File: src/rtl/gbd_pkg.sv
package gbd_pkg;
   localparam int unsigned NPORT = 4;
   localparam logic [1:0] MODE_CPU = 2'b11;
   localparam logic [1:0] MODE_DMA = 2'b00;

   typedef enum logic [2:0] {
      SEL_OUT    = 3'd0,
      SEL_RES    = 3'd1,
      SEL_INB    = 3'd2,
      SEL_INA    = 3'd3,
      SEL_INPAIR = 3'd4
   } gbd_sel_e;
endpackage

File: src/rtl/gbd_port_ctl.sv
module gbd_port_ctl
   import gbd_pkg::*;
#(
   parameter int unsigned IDX     = 0,
   parameter int unsigned WID_W   = 10,
   parameter int unsigned OPI_W   = 6,
   parameter int unsigned OFS_W   = 8,
   parameter int unsigned MAX_OPI = 32
) (
   input  logic             clk,
   input  logic             rst_n,
   input  logic             cfg_we,
   input  logic [2:0]       cfg_sel,
   input  logic [1:0]       cfg_mode,
   input  logic             cfg_size32,
   input  logic [1:0]       cfg_align,
   input  logic [OFS_W-1:0] cfg_ofs,
   input  logic [WID_W-1:0] cfg_width,
   input  logic [OPI_W-1:0] cfg_opi,
   input  logic             err_clr,
   input  logic             req,
   input  logic             beat,
   input  logic             op_end,
   output logic             active,
   output logic             done,
   output logic             err,
   output logic [WID_W-1:0] wpos,
   output logic [OPI_W-1:0] opi
);
   localparam logic [2:0] MY_SEL = 3'(IDX);
   localparam bit IS_INPUT = (IDX >= 2);
   localparam logic [OPI_W-1:0] OPI_LIM = OPI_W'(MAX_OPI);

   logic [1:0]       mode_q;
   logic             size32_q;
   logic [1:0]       align_q;
   logic [OFS_W-1:0] ofs_q;
   logic [WID_W-1:0] width_q;
   logic [WID_W-1:0] ops_left;

   logic             hit;
   logic             mode_cpu;
   logic [WID_W-1:0] words;
   logic [WID_W-1:0] opi_ext;
   logic [WID_W-1:0] ops_total;
   logic             opi_ok;
   logic             cfg_ok;
   logic             start;
   logic             lock_bad;
   logic             err_set;

   assign opi = opi_q;
   logic [OPI_W-1:0] opi_q;

   always_comb begin
      hit = 1'b0;
      if (cfg_we) begin
         if (cfg_sel == MY_SEL) hit = 1'b1;
         if (IS_INPUT && cfg_sel == SEL_INPAIR) hit = 1'b1;
      end
   end

   always_comb begin
      mode_cpu  = (mode_q == MODE_CPU);
      words     = size32_q ? (width_q >> 1) : width_q;
      opi_ext   = WID_W'(opi_q);
      opi_ok    = (opi_q != '0) && ((opi_q & (opi_q - 1'b1)) == '0) && (opi_q <= OPI_LIM);
      ops_total = words;
      for (int i = 0; i < OPI_W; i++) begin
         if (opi_q[i]) ops_total = words >> i;
      end
      cfg_ok = opi_ok && (width_q != '0) && (words != '0)
             && !(size32_q && (align_q != 2'b00))
             && !(size32_q && width_q[0])
             && (ofs_q == '0)
             && ((words & (opi_ext - 1'b1)) == '0);
      start    = req && !active && !mode_cpu;
      lock_bad = hit && active && (cfg_mode == MODE_CPU);
      err_set  = (start && !cfg_ok) || lock_bad;
   end

   always_ff @(posedge clk) begin
      if (!rst_n) begin
         mode_q   <= MODE_CPU;
         size32_q <= 1'b0;
         align_q  <= '0;
         ofs_q    <= '0;
         width_q  <= '0;
         opi_q    <= '0;
      end else if (hit && !active) begin
         mode_q   <= cfg_mode;
         size32_q <= cfg_size32;
         align_q  <= cfg_align;
         ofs_q    <= cfg_ofs;
         width_q  <= cfg_width;
         opi_q    <= cfg_opi;
      end
   end

   always_ff @(posedge clk) begin
      if (!rst_n) begin
         active   <= 1'b0;
         done     <= 1'b0;
         ops_left <= '0;
         wpos     <= '0;
      end else begin
         done <= 1'b0;
         if (start && cfg_ok) begin
            active   <= 1'b1;
            ops_left <= ops_total;
            wpos     <= '0;
         end else if (active) begin
            if (beat) wpos <= wpos + 1'b1;
            if (op_end) begin
               ops_left <= ops_left - 1'b1;
               if (ops_left == WID_W'(1)) begin
                  active <= 1'b0;
                  done   <= 1'b1;
               end
            end
         end
      end
   end

   always_ff @(posedge clk) begin
      if (!rst_n)         err <= 1'b0;
      else if (err_set)   err <= 1'b1;
      else if (err_clr)   err <= 1'b0;
   end


   cpu_idle_chk: assert property (@(posedge clk) disable iff (!rst_n)
      mode_cpu |-> !active);

   done_pulse_chk: assert property (@(posedge clk) disable iff (!rst_n)
      done |=> !done);

   done_idle_chk: assert property (@(posedge clk) disable iff (!rst_n)
      done |-> !active);

   err_clear_chk: assert property (@(posedge clk) disable iff (!rst_n)
      (err_clr && !err_set) |=> !err);

   cfg_lock_chk: assert property (@(posedge clk) disable iff (!rst_n)
      (hit && active) |=> ($stable(width_q) && $stable(mode_q) && $stable(opi_q)));
endmodule

File: src/rtl/gbd_prio_arb.sv
module gbd_prio_arb #(
   parameter int unsigned N = 4
) (
   input  logic [N-1:0] req,
   output logic [N-1:0] pick
);
   for (genvar i = 0; i < N; i++) begin : g_lane
      if (i == 0) begin : g_top
         assign pick[i] = req[i];
      end else begin : g_rest
         assign pick[i] = req[i] && !(|req[i-1:0]);
      end
   end


   always_comb begin
      pick_onehot_chk: assert ($onehot0(pick));
   end
endmodule

File: src/rtl/gbd_burst_eng.sv
module gbd_burst_eng #(
   parameter int unsigned N     = 4,
   parameter int unsigned OPI_W = 6
) (
   input  logic             clk,
   input  logic             rst_n,
   input  logic [N-1:0]     act,
   input  logic [N-1:0]     pick,
   input  logic [OPI_W-1:0] opi_a [N],
   output logic [N-1:0]     gnt,
   output logic [N-1:0]     op_end,
   output logic             beat
);
   logic [OPI_W-1:0] cnt;
   logic [OPI_W-1:0] opi_sel;

   always_comb begin
      opi_sel = '0;
      for (int i = 0; i < N; i++) begin
         if (pick[i]) opi_sel = opi_sel | opi_a[i];
      end
   end

   always_ff @(posedge clk) begin
      if (!rst_n) begin
         gnt <= '0;
         cnt <= '0;
      end else if (gnt == '0) begin
         if (|pick) begin
            gnt <= pick;
            cnt <= opi_sel - 1'b1;
         end
      end else if (cnt == '0) begin
         gnt <= '0;
      end else begin
         cnt <= cnt - 1'b1;
      end
   end

   assign op_end = (cnt == '0) ? gnt : '0;
   assign beat   = |gnt;


   grant_onehot_chk: assert property (@(posedge clk) disable iff (!rst_n)
      $onehot0(gnt));

   grant_hold_chk: assert property (@(posedge clk) disable iff (!rst_n)
      (gnt != '0 && cnt != '0) |=> $stable(gnt));

   grant_gap_chk: assert property (@(posedge clk) disable iff (!rst_n)
      (gnt != '0 && cnt == '0) |=> (gnt == '0));

   grant_owner_chk: assert property (@(posedge clk) disable iff (!rst_n)
      (gnt & ~act) == '0);
endmodule

File: src/rtl/gfx_buf_dma_seq.sv
module gfx_buf_dma_seq
   import gbd_pkg::*;
#(
   parameter int unsigned WID_W   = 10,
   parameter int unsigned OPI_W   = 6,
   parameter int unsigned OFS_W   = 8,
   parameter int unsigned MAX_OPI = 32
) (
   input  logic             clk,
   input  logic             rst_n,
   input  logic             cfg_we,
   input  logic [2:0]       cfg_sel,
   input  logic [1:0]       cfg_mode,
   input  logic             cfg_size32,
   input  logic [1:0]       cfg_align,
   input  logic [OFS_W-1:0] cfg_ofs,
   input  logic [WID_W-1:0] cfg_width,
   input  logic [OPI_W-1:0] cfg_opi,
   input  logic [3:0]       err_clr,
   input  logic [3:0]       req,
   output logic [3:0]       grant,
   output logic             beat,
   output logic [WID_W-1:0] beat_addr,
   output logic [3:0]       done,
   output logic [3:0]       err
);
   localparam int unsigned NP = NPORT;

   if (WID_W < OPI_W) begin : g_bad_wid
      $error("WID_W must be at least OPI_W");
   end
   if (MAX_OPI < 1 || MAX_OPI > (1 << (OPI_W - 1))) begin : g_bad_opi
      $error("MAX_OPI out of range for OPI_W");
   end

   logic [NP-1:0]    act;
   logic [NP-1:0]    pick;
   logic [NP-1:0]    op_end;
   logic [WID_W-1:0] wpos_a [NP];
   logic [OPI_W-1:0] opi_a  [NP];

   for (genvar p = 0; p < NP; p++) begin : g_port
      gbd_port_ctl #(
         .IDX(p), .WID_W(WID_W), .OPI_W(OPI_W), .OFS_W(OFS_W), .MAX_OPI(MAX_OPI)
      ) u_port (
         .clk       (clk),
         .rst_n     (rst_n),
         .cfg_we    (cfg_we),
         .cfg_sel   (cfg_sel),
         .cfg_mode  (cfg_mode),
         .cfg_size32(cfg_size32),
         .cfg_align (cfg_align),
         .cfg_ofs   (cfg_ofs),
         .cfg_width (cfg_width),
         .cfg_opi   (cfg_opi),
         .err_clr   (err_clr[p]),
         .req       (req[p]),
         .beat      (grant[p]),
         .op_end    (op_end[p]),
         .active    (act[p]),
         .done      (done[p]),
         .err       (err[p]),
         .wpos      (wpos_a[p]),
         .opi       (opi_a[p])
      );
   end

   gbd_prio_arb #(.N(NP)) u_arb (
      .req (act),
      .pick(pick)
   );

   gbd_burst_eng #(.N(NP), .OPI_W(OPI_W)) u_eng (
      .clk   (clk),
      .rst_n (rst_n),
      .act   (act),
      .pick  (pick),
      .opi_a (opi_a),
      .gnt   (grant),
      .op_end(op_end),
      .beat  (beat)
   );

   always_comb begin
      beat_addr = '0;
      for (int i = 0; i < NP; i++) begin
         if (grant[i]) beat_addr = beat_addr | wpos_a[i];
      end
   end


   done_owner_chk: assert property (@(posedge clk) disable iff (!rst_n)
      (done != '0) |-> $past(grant != '0));
endmodule

File: config.mk
export PLATFORM = sky130hd
export DESIGN_NAME = gfx_buf_dma_seq
export DESIGN_NICKNAME = d
export VERILOG_FILES = /design/src/rtl/gbd_pkg.sv /design/src/rtl/gbd_port_ctl.sv /design/src/rtl/gbd_prio_arb.sv /design/src/rtl/gbd_burst_eng.sv /design/src/rtl/gfx_buf_dma_seq.sv
export SDC_FILE = /design/constraint.sdc
export NUM_CORES = 1
export LEC_CHECK = 0
export ABC_AREA = 1
export BUFFER_PORTS_ARGS = -buffer_cell sky130_fd_sc_hd__buf_2
export CAP_MARGIN = 25
export CORE_MARGIN = 2
export CORE_UTILIZATION = 29
export DETAILED_ROUTE_END_ITERATION = 6
export GPL_TIMING_DRIVEN = 0
export HOLD_SLACK_MARGIN = 0.06
export PLACE_DENSITY = 0.55
export SETUP_SLACK_MARGIN = 0.05
export SLEW_MARGIN = 20
export SYNTH_ARGS = -nofsm -noshare
export SYNTH_HDL_FRONTEND = slang
export SYNTH_SLANG_ARGS = --single-unit
File: constraint.sdc
create_clock -name clk -period 4.1 [get_ports clk]
set_input_delay 0 -clock clk [delete_from_list [all_inputs] [get_ports clk]]
set_output_delay 0 -clock clk [all_outputs]
set_load 0.1 [all_outputs]
# Yosys cells after proc, flatten, opt, wreduce, memory -nomap -nowiden
# Cells that the tools add are included.
word_totals:
  word_cells: 358
  register_bits: 218
  output_inout_bits: 23
op_classes:
  eq_ne: 15
  muxes: 89
  bitwise: 23
  add_sub_neg: 18
  n_lt_le_gt_ge: 4
  n_reduce_logical: 163
ops:
  columns: ["op", "count"]
  rows:
  - ["10-bit two-way mux", 40]
  - ["10-bit nonzero test", 8]
  - ["1-bit logical AND", 71]
  - ["6-bit two-way mux", 7]
  - ["10-bit by 1-bit adder with 10-bit output, second input constant", 4]
  - ["10-bit AND", 4]
  - ["10-bit by 1-bit == test with 1-bit output, second input constant", 4]
  - ["10-bit zero test", 4]
  - ["10-bit by 1-bit subtractor with 10-bit output, second input constant", 4]
  - ["1-bit two-way mux", 38]
  - ["6-bit by 1-bit subtractor with 6-bit output, second input constant", 6]
  - ["2-bit nonzero test", 17]
  - ["8-bit zero test", 4]
  - ["6-bit zero test", 5]
  - ["10-bit bitwise OR", 3]
  - ["6-bit by 1-bit subtractor with 7-bit output, second input constant", 4]
  - ["6-bit AND", 4]
  - ["6-bit less-or-equal comparator, second input constant", 4]
  - ["6-bit nonzero test", 4]
  - ["4-bit OR reduction", 6]
  - ["1-bit zero test", 22]
  - ["2-bit AND reduction", 10]
  - ["6-bit bitwise OR", 3]
  - ["4-bit two-way mux", 4]
  - ["12 further kinds", 32]

# Longest topological paths before layout
# Gate-level depths: netlist of run 1.
logic_depth:
  ltp_word: 15
  depth_mapped: 17
  mapped_depth_nobuf: 16

# Modules after synthesis
# A second synthesis of run 1 with hierarchy kept.
hier_totals:
  cells_unflattened: 2285
  area_unflattened_um2: 14194.9
modules_own_cells:
  columns: ["module", "n_inst", "area_per_inst_um2", "cells_per_inst", "seq_area_each_um2"]
  rows:
  - ["gbd_port_ctl (g_port[1].u_port)", 1, 3273.1, 510, 1041.0]
  - ["gbd_port_ctl (g_port[2].u_port)", 1, 3236.9, 518, 1041.0]
  - ["gbd_port_ctl (g_port[3].u_port)", 1, 3223.1, 510, 1041.0]
  - ["gbd_port_ctl (g_port[0].u_port)", 1, 3185.6, 500, 1041.0]
  - ["gbd_burst_eng", 1, 863.3, 144, 200.2]
  - ["gfx_buf_dma_seq", 1, 375.4, 94, 0.0]
  - ["gbd_prio_arb", 1, 37.5, 9, 0.0]

# Worst setup path after synthesis of run 1
# No wires, ideal clock.
synth_path:
  kind: "register to output"
  from: "register u_eng.gnt[2]"
  to: "output beat_addr[7]"
  required_time_ps: 4100
  n_path_buf: 1
  slack_ps: 1403
  arrival_ps: 2697
  stages_incl_launch_ff: 4
  cell_sequence: "dfxtp_1 buf_2 inv_1 o21ai_0"
synth_between:
  elab_chain_cells: 3
synth_rtl:
  columns: ["element", "line_no", "rtl"]
  rows:
  - ["from (decl)", "gbd_burst_eng.sv:10", "output logic [N-1:0] gnt,"]
  - ["from (signal assigned)", "gbd_burst_eng.sv:30", "gnt <= pick;"]
  - ["10-bit two-way mux (*)", "gfx_buf_dma_seq.sv:87", "if (grant[i]) beat_addr = beat_addr | wpos_a[i];"]
  - ["10-bit bitwise OR", "gfx_buf_dma_seq.sv:87", null]
  - ["10-bit two-way mux (*)", "gfx_buf_dma_seq.sv:87", null]
  - ["to (decl)", "gfx_buf_dma_seq.sv:23", "output logic [WID_W-1:0] beat_addr,"]
# Every way passes the cells marked *; elsewhere a longest branch is shown, timed or not.

# Final worst setup path of run 1
layout_path:
  from: "register g_port[2].u_port.opi_q[2]"
  to: "register g_port[2].u_port.err"
layout_between:
  elab_chain_cells: 15
  elab_cells_between_ends: 21
layout_rtl:
  columns: ["element", "line_no", "rtl"]
  rows:
  - ["from (decl)", "gbd_port_ctl.sv:53", "logic [OPI_W-1:0] opi_q;"]
  - ["from (signal assigned)", "gbd_port_ctl.sv:96", "opi_q <= cfg_opi;"]
  - ["6-bit by 1-bit subtractor with 6-bit output", "gbd_port_ctl.sv:67", "opi_ok = (opi_q != '0) && ((opi_q & (opi_q - 1'b1)) == '0) && (opi_q <= OPI_LIM);"]
  - ["6-bit AND", "gbd_port_ctl.sv:67", null]
  - ["6-bit zero test", "gbd_port_ctl.sv:67", null]
  - ["1-bit logical AND (2 in a row)", "gbd_port_ctl.sv:67", null]
  - ["1-bit logical AND (2 in a row)", "gbd_port_ctl.sv:72", "cfg_ok = opi_ok && (width_q != '0) && (words != '0)"]
  - ["1-bit logical AND", "gbd_port_ctl.sv:73", "&& !(size32_q && (align_q != 2'b00))"]
  - ["1-bit logical AND", "gbd_port_ctl.sv:74", "&& !(size32_q && width_q[0])"]
  - ["1-bit logical AND", "gbd_port_ctl.sv:75", "&& (ofs_q == '0)"]
  - ["1-bit logical AND (*)", "gbd_port_ctl.sv:76", "&& ((words & (opi_ext - 1'b1)) == '0);"]
  - ["1-bit zero test (*)", "gbd_port_ctl.sv:79", "err_set = (start && !cfg_ok) || lock_bad;"]
  - ["1-bit logical AND (*)", "gbd_port_ctl.sv:79", null]
  - ["1-bit logical OR (*)", "gbd_port_ctl.sv:79", null]
  - ["1-bit two-way mux or 2-bit nonzero test (tied branches)", null, null]
  - ["to (signal assigned)", "gbd_port_ctl.sv:126", "if (!rst_n) err <= 1'b0;"]
  - ["to (signal assigned)", "gbd_port_ctl.sv:127", "else if (err_set) err <= 1'b1;"]
  - ["to (signal assigned)", "gbd_port_ctl.sv:128", "else if (err_clr) err <= 1'b0;"]
  - ["to (decl)", "gbd_port_ctl.sv:26", "output logic err,"]
# Marks and branches as above.
# A chain may end at the register's enable or synchronous reset.

==> results of run 1 <==
[cell usage after synthesis (2+ instances only)]
master / n / area share [%]
nand4_1: 32 / 1.5
xnor2_1: 4 / 0.26
xor2_1: 48 / 3.1
buf_4: 19 / 1.0
nand2_2: 14 / 0.64
nor2_2: 6 / 0.27
clkinv_1: 8 / 0.22
nor2_1: 216 / 5.9
o21ai_0: 194 / 7.1
nand2_1: 526 / 14
o21bai_1: 3 / 0.16
nand4_2: 4 / 0.37
o21ai_1: 14 / 0.51
buf_6: 10 / 0.82
o211ai_1: 9 / 0.49
a31oi_1: 3 / 0.14
o2111ai_1: 3 / 0.19
o21ai_2: 6 / 0.38
inv_2: 4 / 0.11
buf_2: 19 / 0.70
o22ai_1: 7 / 0.32
nor3b_1: 4 / 0.22
or2_2: 7 / 0.32
nor2_4: 5 / 0.41
nor4_1: 5 / 0.23
a21oi_2: 5 / 0.32
a211oi_2: 3 / 0.27
nand3_2: 2 / 0.15
nor3_2: 3 / 0.22
nand3_1: 153 / 5.6
inv_1: 279 / 7.7
a32oi_1: 2 / 0.13
ha_1: 37 / 3.4
clkbuf_1: 46 / 1.3
nand3b_1: 6 / 0.33
a221o_1: 2 / 0.15
dfxtp_1: 218 / 32
a22oi_1: 2 / 0.11
a21oi_1: 189 / 6.9
nand3_4: 3 / 0.38
nor3_1: 20 / 0.73
[how the worst max path moves through the flow]
stage,from,endpoint,slack (ns),cells after the start
final,g_port[2].u_port.opi[2]$_SDFFE_PN0P_,g_port[2].u_port.err$_SDFFE_PN0P_,1.09,14
after floorplan,u_eng.gnt[2]$_SDFFE_PN0P_,beat_addr[7],1.40,3
after global placement,g_port[1].u_port.opi[2]$_SDFFE_PN0P_,g_port[1].u_port.wpos[7]$_SDFFE_PP0P_,1.23,13
after CTS,g_port[2].u_port.opi[2]$_SDFFE_PN0P_,g_port[2].u_port.err$_SDFFE_PN0P_,1.11,14
after detailed placement,g_port[1].u_port.opi[2]$_SDFFE_PN0P_,g_port[1].u_port.done$_SDFF_PP0_,1.23,13
after global routing,g_port[2].u_port.opi[2]$_SDFFE_PN0P_,g_port[2].u_port.err$_SDFFE_PN0P_,0.74,14
[registers in the layout (all words and copies together) (netlist names)]
signal	flops
g_port.u_port.ops_left	40
g_port.u_port.width_q	40
g_port.u_port.wpos	40
g_port.u_port.ofs_q	32
g_port.u_port.opi	24
g_port.u_port.align_q	8
g_port.u_port.mode_q	8
u_eng.cnt	6
g_port.u_port.active	4
g_port.u_port.done	4
g_port.u_port.err	4
g_port.u_port.size32_q	4
u_eng.gnt	4
[metrics by stage]
step	worst slack (ns)	cells	cell area [um2]	power, W	utilization (%)
2_1_floorplan	1.40	2148	13700	0.00303	-
3_3_place_gp	1.23	2819	14700	0.00334	31.7
3_5_place_dp	1.23	2819	14700	0.00335	31.7
4_1_cts	1.11	2908	16000	0.00576	34.4
5_1_grt	0.739	2908	16000	0.00599	34.4
6_report	1.09	2908	16000	0.00573	34.4
[final cells by class]
| type | instances | area share [%] |
|---|---|---|
| clock inverter | 9 | 0.610 |
| multi-input combinational | 1544 | 48.0 |
| timing repair buffer | 105 | 4.56 |
| sequential | 218 | 27.3 |
| buffer | 95 | 3.30 |
| tap | 607 | 4.74 |
| inverter | 291 | 6.82 |
| clock buffer | 39 | 4.75 |
[power breakdown]
group / internal (W) / total [W] / switching, W / leakage, nW
logic: 0.000350 / 0.00110 / 0.000753 / 4.99
registers: 0.00220 / 0.00225 / 0.0000528 / 1.77
clock network: 0.00140 / 0.00238 / 0.000976 / 0.423
[critical path, delay by kind of cell, from the launching register on]
kind / cells / cell delay [ns]
compound gates: 1 / 0.12
fa+ha+maj: 1 / 0.21
buf+inv: 3 / 1.15
flops: 1 / 0.34
simple gates: 9 / 1.06
[cell families (layout without fill, tap and decap cells)]
logic type,Yosys count,count (layout),synth area share (%)
AO/OA/AOI/OAI,445,445,17.4
flip-flops,218,218,31.9
adder cells (fa/ha/maj),37,37,3.39
XOR/XNOR,52,52,3.33
buffers and inverters,386,539,11.9
AND/OR/NAND/NOR,1010,1010,32.1
[routing by layer]
layer	vias up	global-route usage, %	share of wire (%)
li1	7193	-	-
met1	6746	27.5	47
met2	489	29.6	43
met3	74	2.59	7.3
met4	0	5.17	2.6
met5	-	0	0
[what timing repair did]
action	CTS	global route
buffers inserted	0	0
hold buffers	41	0
hold endpoints to repair	132	0
==> flow_summary_export.csv, run 1 <==
group,metric,value,unit
setup_path,endpoint_kind,"flop",
worst_hold_path,worstHoldPathType,"in -> reg",
floorplan,io_pins,66,
worst_hold_path,whs_path_depth,7,
global_routing,grt_pass1_vias,13500,
layout,syn2layout_area_growth,17.2,%
routing,drtAntennaViolNets,0,
place,place_congestion,0.899,
synth,yosysWarnings,0,
clocking,cts_buffer_depth,3,
layout,drive_gt1_share,9.43,%
worst_hold_path,holdPathEnd,"g_port[1].u_port.ops_left[0]$_SDFFE_PN0P_",
routing,wire_per_inst,16.4,um
routing,firstDrtPassIters,5,
power,power_density,358,nW/um2
synth,synth_fp_nets,2228,
setup_path,critPathLaunchType,"flop",
layout,seqCellArea,4360,um2
clocking,cts_buffers,26,
synth,synth_cell_types,49,
clocking,cts.sinks,218,
timing,fin_crit_sh,73.4,%
setup_path,r2r_end,"g_port[2].u_port.err$_SDFFE_PN0P_",
routing,drt-initial-drc-count,1369,
timing,clock_skew,0.0201,ns
setup_path,cpPeakStageDelay,0.56,ns
layout,final_cell_mix,"nand2_1 (526), inv_1 (279), dfxtp_1 (218)",
worst_hold_path,holdCritStartpoint,"req[1]",
setup_path,reg2reg_depth,14,
status,status,"complete, no violations",
global_routing,antenna_found_initial,0,
power,ir_drop,0.285,mV
synth,ys_async_sr_fraction,0,%
setup_path,required,4.51,ns
place,dpl.hpwl,36.4,mm
setup_path,critPathMaxFanout,10,
timing,rsz0062_at_grt,"no",
clocking,clk_pin_slew,0.06,ns
synth,synth_edf_count,0,
synth,synth_area,13700,um2
floorplan,initial_core_util,29.3,%
power,p_leak,7.19,nW
floorplan,core_area,46600,um2
timing,finalSetupViolations,0,
synth,synth_seq_area_share,31.9,%
timing,hold_slack,0.0880,ns
timing,final_max_slew_viol_count,0,
setup_path,crit_path_frequent_cell,"nor2_1",
clocking,clk_latency,0.56,ns
floorplan,die_area,48900,um2
floorplan,die_w,221,um
floorplan,dieHeight,221,um
layout,nets,2361,
layout,n_fill_cell,5155,
timing,max-slew-margin-rel,37.3,%
layout,multi_input_area,7680,um2
routing,vias_per_cell,4.99,
layout,antenna_cells,0,
synth,avgSynthCellArea,6.36,um2
run,drv_cap,0,
clocking,htree_levels,1,
floorplan,rows,79,
timing,tightest_slew,0.941,ns
global_routing,grt_max_degree,13,
timing,fin_tns_setup,0,ns
layout,layout_commonest_cell,"nand2_1",
clocking,cts_tree,"yes",
routing,drc,0,
clocking,cts_resized,0,
setup_path,r2r-start,"g_port[2].u_port.opi[2]$_SDFFE_PN0P_",
clocking,clock-root-buffer,"clkbuf_16",
timing,hold_viol_final,0,
timing,period_needed,3.01,ns
timing,fmax,332,MHz
synth,ys_ff_latch,218,
global_routing,grt.overflow.total,0,
global_routing,grt_use_total,19.0,%
synth,synth-main-ff-cell,"dfxtp_1",
place,io_buffers,64,
global_routing,grt_first_pass_wirelength,75.0,mm
routing,wl,47.8,mm
setup_path,crit_type,"reg -> reg",
setup_path,critical-path-slowest-cell,"dlygate4sd3_1",
setup_path,arrival,3.42,ns
setup_path,ff2ff_setup_slack,1.09,ns
synth,synth_cells,2148,
setup_path,crit_chain,"buf_2, nor2_1, clkbuf_1, nand4_1, ha_1, nor2_1, nand2_1, nor2_1, nand3_1, nor2_1, nand2_1, a21oi_1, dlygate4sd3_1, nor2_1",
routing,vias,14500,
Note: power is estimated with default switching activity, not from simulation.
==> run 2: changes to the inputs <==
- PLACE_DENSITY: 0.55 -> 0.56
- clock period: 4.1 -> 2.6 ns (I/O delays scaled with it)
==> run 2 against run 1 <==
Against the previous run:
- first-iteration DRC count decreased by 24%
- largest power group unchanged
- largest cell class unchanged
- cell count increased by 0.52%
- count of clock-buffer cells in the layout increased by 2
==> flow_summary_export.csv, run 2 (synthesized netlist as in run 1, its figures left out) <==
group,metric,value,unit
status,status,"complete, no violations",
global_routing,grt_use_total,19.1,%
place,place_area,14700,um2
power,finalPower,0.00910,W
timing,hold_slack,0.145,ns
setup_path,required,3.06,ns
timing,layout_setup_ws,0.182,ns
timing,max-slew-margin-rel,37.3,%
routing,firstDrtPassIters,5,
routing,drtAntennaViolNets,0,
setup_path,reg2reg_depth,17,
floorplan,io_pins,66,
place,dp_cells,2819,
routing,drc,0,
floorplan,rows,79,
timing,finalSetupViolations,0,
power,power_density,560,nW/um2
worst_hold_path,holdCritStartpoint,"req[1]",
worst_hold_path,worstHoldPathType,"in -> reg",
timing,hold_viol_final,0,
place,place_congestion,0.895,
place,place_ws,-0.323,ns
clocking,htree_levels,1,
setup_path,critPathMaxFanout,10,
clocking,cts_buffers,26,
global_routing,grt.overflow.total,0,
setup_path,crit_type,"reg -> reg",
global_routing,antenna_found_initial,0,
layout,layout_commonest_cell,"nand2_1",
layout,antenna_cells,0,
layout,seqCellArea,4370,um2
routing,drt-initial-drc-count,1037,
floorplan,die_area,48900,um2
timing,period_needed,2.42,ns
global_routing,grt_first_pass_wirelength,74.3,mm
setup_path,arrival,2.88,ns
clocking,cts_buffer_depth,3,
global_routing,grt_pass1_vias,13300,
setup_path,ff2ff_setup_slack,0.18,ns
setup_path,r2r-start,"g_port[1].u_port.opi[2]$_SDFFE_PN0P_",
power,p_leak,7.31,nW
timing,rsz0062_at_grt,"yes",
routing,vias_per_cell,4.96,
power,comb_power_share,20.0,%
timing,final_max_slew_viol_count,0,
global_routing,grt_max_degree,14,
timing,tightest_slew,0.940,ns
floorplan,die_w,221,um
clocking,cts.sinks,218,
floorplan,core_area,46600,um2
power,switchingPower,0.00283,W
timing,clock_skew,0.0213,ns
layout,top_regs,"g_port.u_port.ops_left x40, g_port.u_port.width_q x40, g_port.u_port.wpos x40",
layout,instances_no_fill,2923,
layout,nets,2378,
power,p_int,0.00628,W
worst_hold_path,whs_path_depth,7,
floorplan,initial_core_util,29.3,%
routing,wire_per_inst,16.5,um
clocking,clk_pin_slew,0.06,ns
run,drv_cap,0,
layout,syn2layout_area_growth,19.0,%
setup_path,critPathLaunchType,"flop",
floorplan,dieHeight,221,um
setup_path,r2r_end,"g_port[1].u_port.ops_left[7]$_SDFFE_PN0P_",
layout,postLayoutCellArea,16300,um2
power,seqPwrFrac,39.0,%
power,ir_drop,0.443,mV
power,p_clk_share,41.0,%
place,dpl.hpwl,36.6,mm
power,swShare,31.1,%
layout,n_fill_cell,5092,
routing,vias,14500,
timing,fmax,414,MHz
setup_path,endpoint_kind,"flop",
layout,multi_input_area,7740,um2
clocking,cts_tree,"yes",
layout,final_cell_mix,"nand2_1 (525), inv_1 (271), dfxtp_1 (217)",
routing,wl,48.3,mm
clocking,clk_latency,0.56,ns
worst_hold_path,holdPathEnd,"g_port[1].u_port.ops_left[0]$_SDFFE_PN0P_",
timing,fin_crit_sh,93.0,%
layout,drive_gt1_share,11.2,%
clocking,clock-root-buffer,"clkbuf_16",
place,io_buffers,64,
run 2: power groups by stage:
stage	sequential (W)	clock [W]	combinational (W)
2_1_floorplan	0.00360	0	0.00117
3_3_place_gp	0.00362	0	0.00166
3_5_place_dp	0.00362	0	0.00167
4_1_cts	0.00355	0.00379	0.00174
5_1_grt	0.00357	0.00394	0.00201
6_report	0.00355	0.00373	0.00182
run 2: worst max path at each step:
stage,start,to,slack (ns),cells past startpoint
after floorplan,u_eng.gnt[3]$_SDFFE_PN0P_,beat_addr[1],-0.05,2
after global placement,g_port[2].u_port.opi[3]$_SDFFE_PN0P_,g_port[2].u_port.done$_SDFF_PP0_,-0.26,14
after detailed placement,g_port[1].u_port.opi[2]$_SDFFE_PN0P_,g_port[1].u_port.done$_SDFF_PP0_,-0.32,13
after CTS,g_port[3].u_port.opi[1]$_SDFFE_PN0P_,g_port[3].u_port.done$_SDFF_PP0_,0.06,13
after global routing,g_port[3].u_port.opi[1]$_SDFFE_PN0P_,g_port[3].u_port.ops_left[6]$_SDFFE_PN0P_,0.03,13
final,g_port[1].u_port.opi[2]$_SDFFE_PN0P_,g_port[1].u_port.ops_left[7]$_SDFFE_PN0P_,0.18,17
run 2: through the flow:
stage	util, %	setup TNS, ns
floorplan	-	-0.325
global placement	31.7	-10.90
detailed placement	31.7	-12.20
CTS	34.4	0
global route	34.9	0
finish	34.9	0
run 2: worst max-delay path: stages, from the launching register on:
cell and delay, ns:
dfxtp_1 0.36, buf_2 0.23, nor2_4 0.14, buf_4 0.12, nand2_1 0.04, ha_1 0.18
inv_1 0.07, nand3_1 0.07, nor2_1 0.09, nand3_1 0.15, nor2_4 0.20, buf_4 0.14
nand3_2 0.12, buf_4 0.17, nand3_1 0.06, nand3_1 0.07, nand2_1 0.06, inv_1 0.04
run 2: repair_timing:
item	in CTS	in global routing
pin swaps	1	4
buffers inserted	1	19
hold buffers	41	0
gates resized for setup	13	31
setup endpoints to repair	86	80
hold endpoints to repair	131	0
cloned	0	1
run 2: cell type report:
class,instances,area share [%]
clock buffer,41,4.72
buffer,91,3.32
inverter,291,6.84
sequential,218,26.9
multi-input combinational,1545,47.6
clock inverter,5,0.531
timing repair buffer,125,5.42
tap,607,4.67
run 2: metal layers:
layer | part of all wire, % | wire [um] | global-route usage [%]
met1 | 48 | 23100 | 27.4
met2 | 43 | 20600 | 29.2
met3 | 6.7 | 3220 | 3.01
met4 | 3.0 | 1440 | 5.59
met5 | 0 | 0 | 0
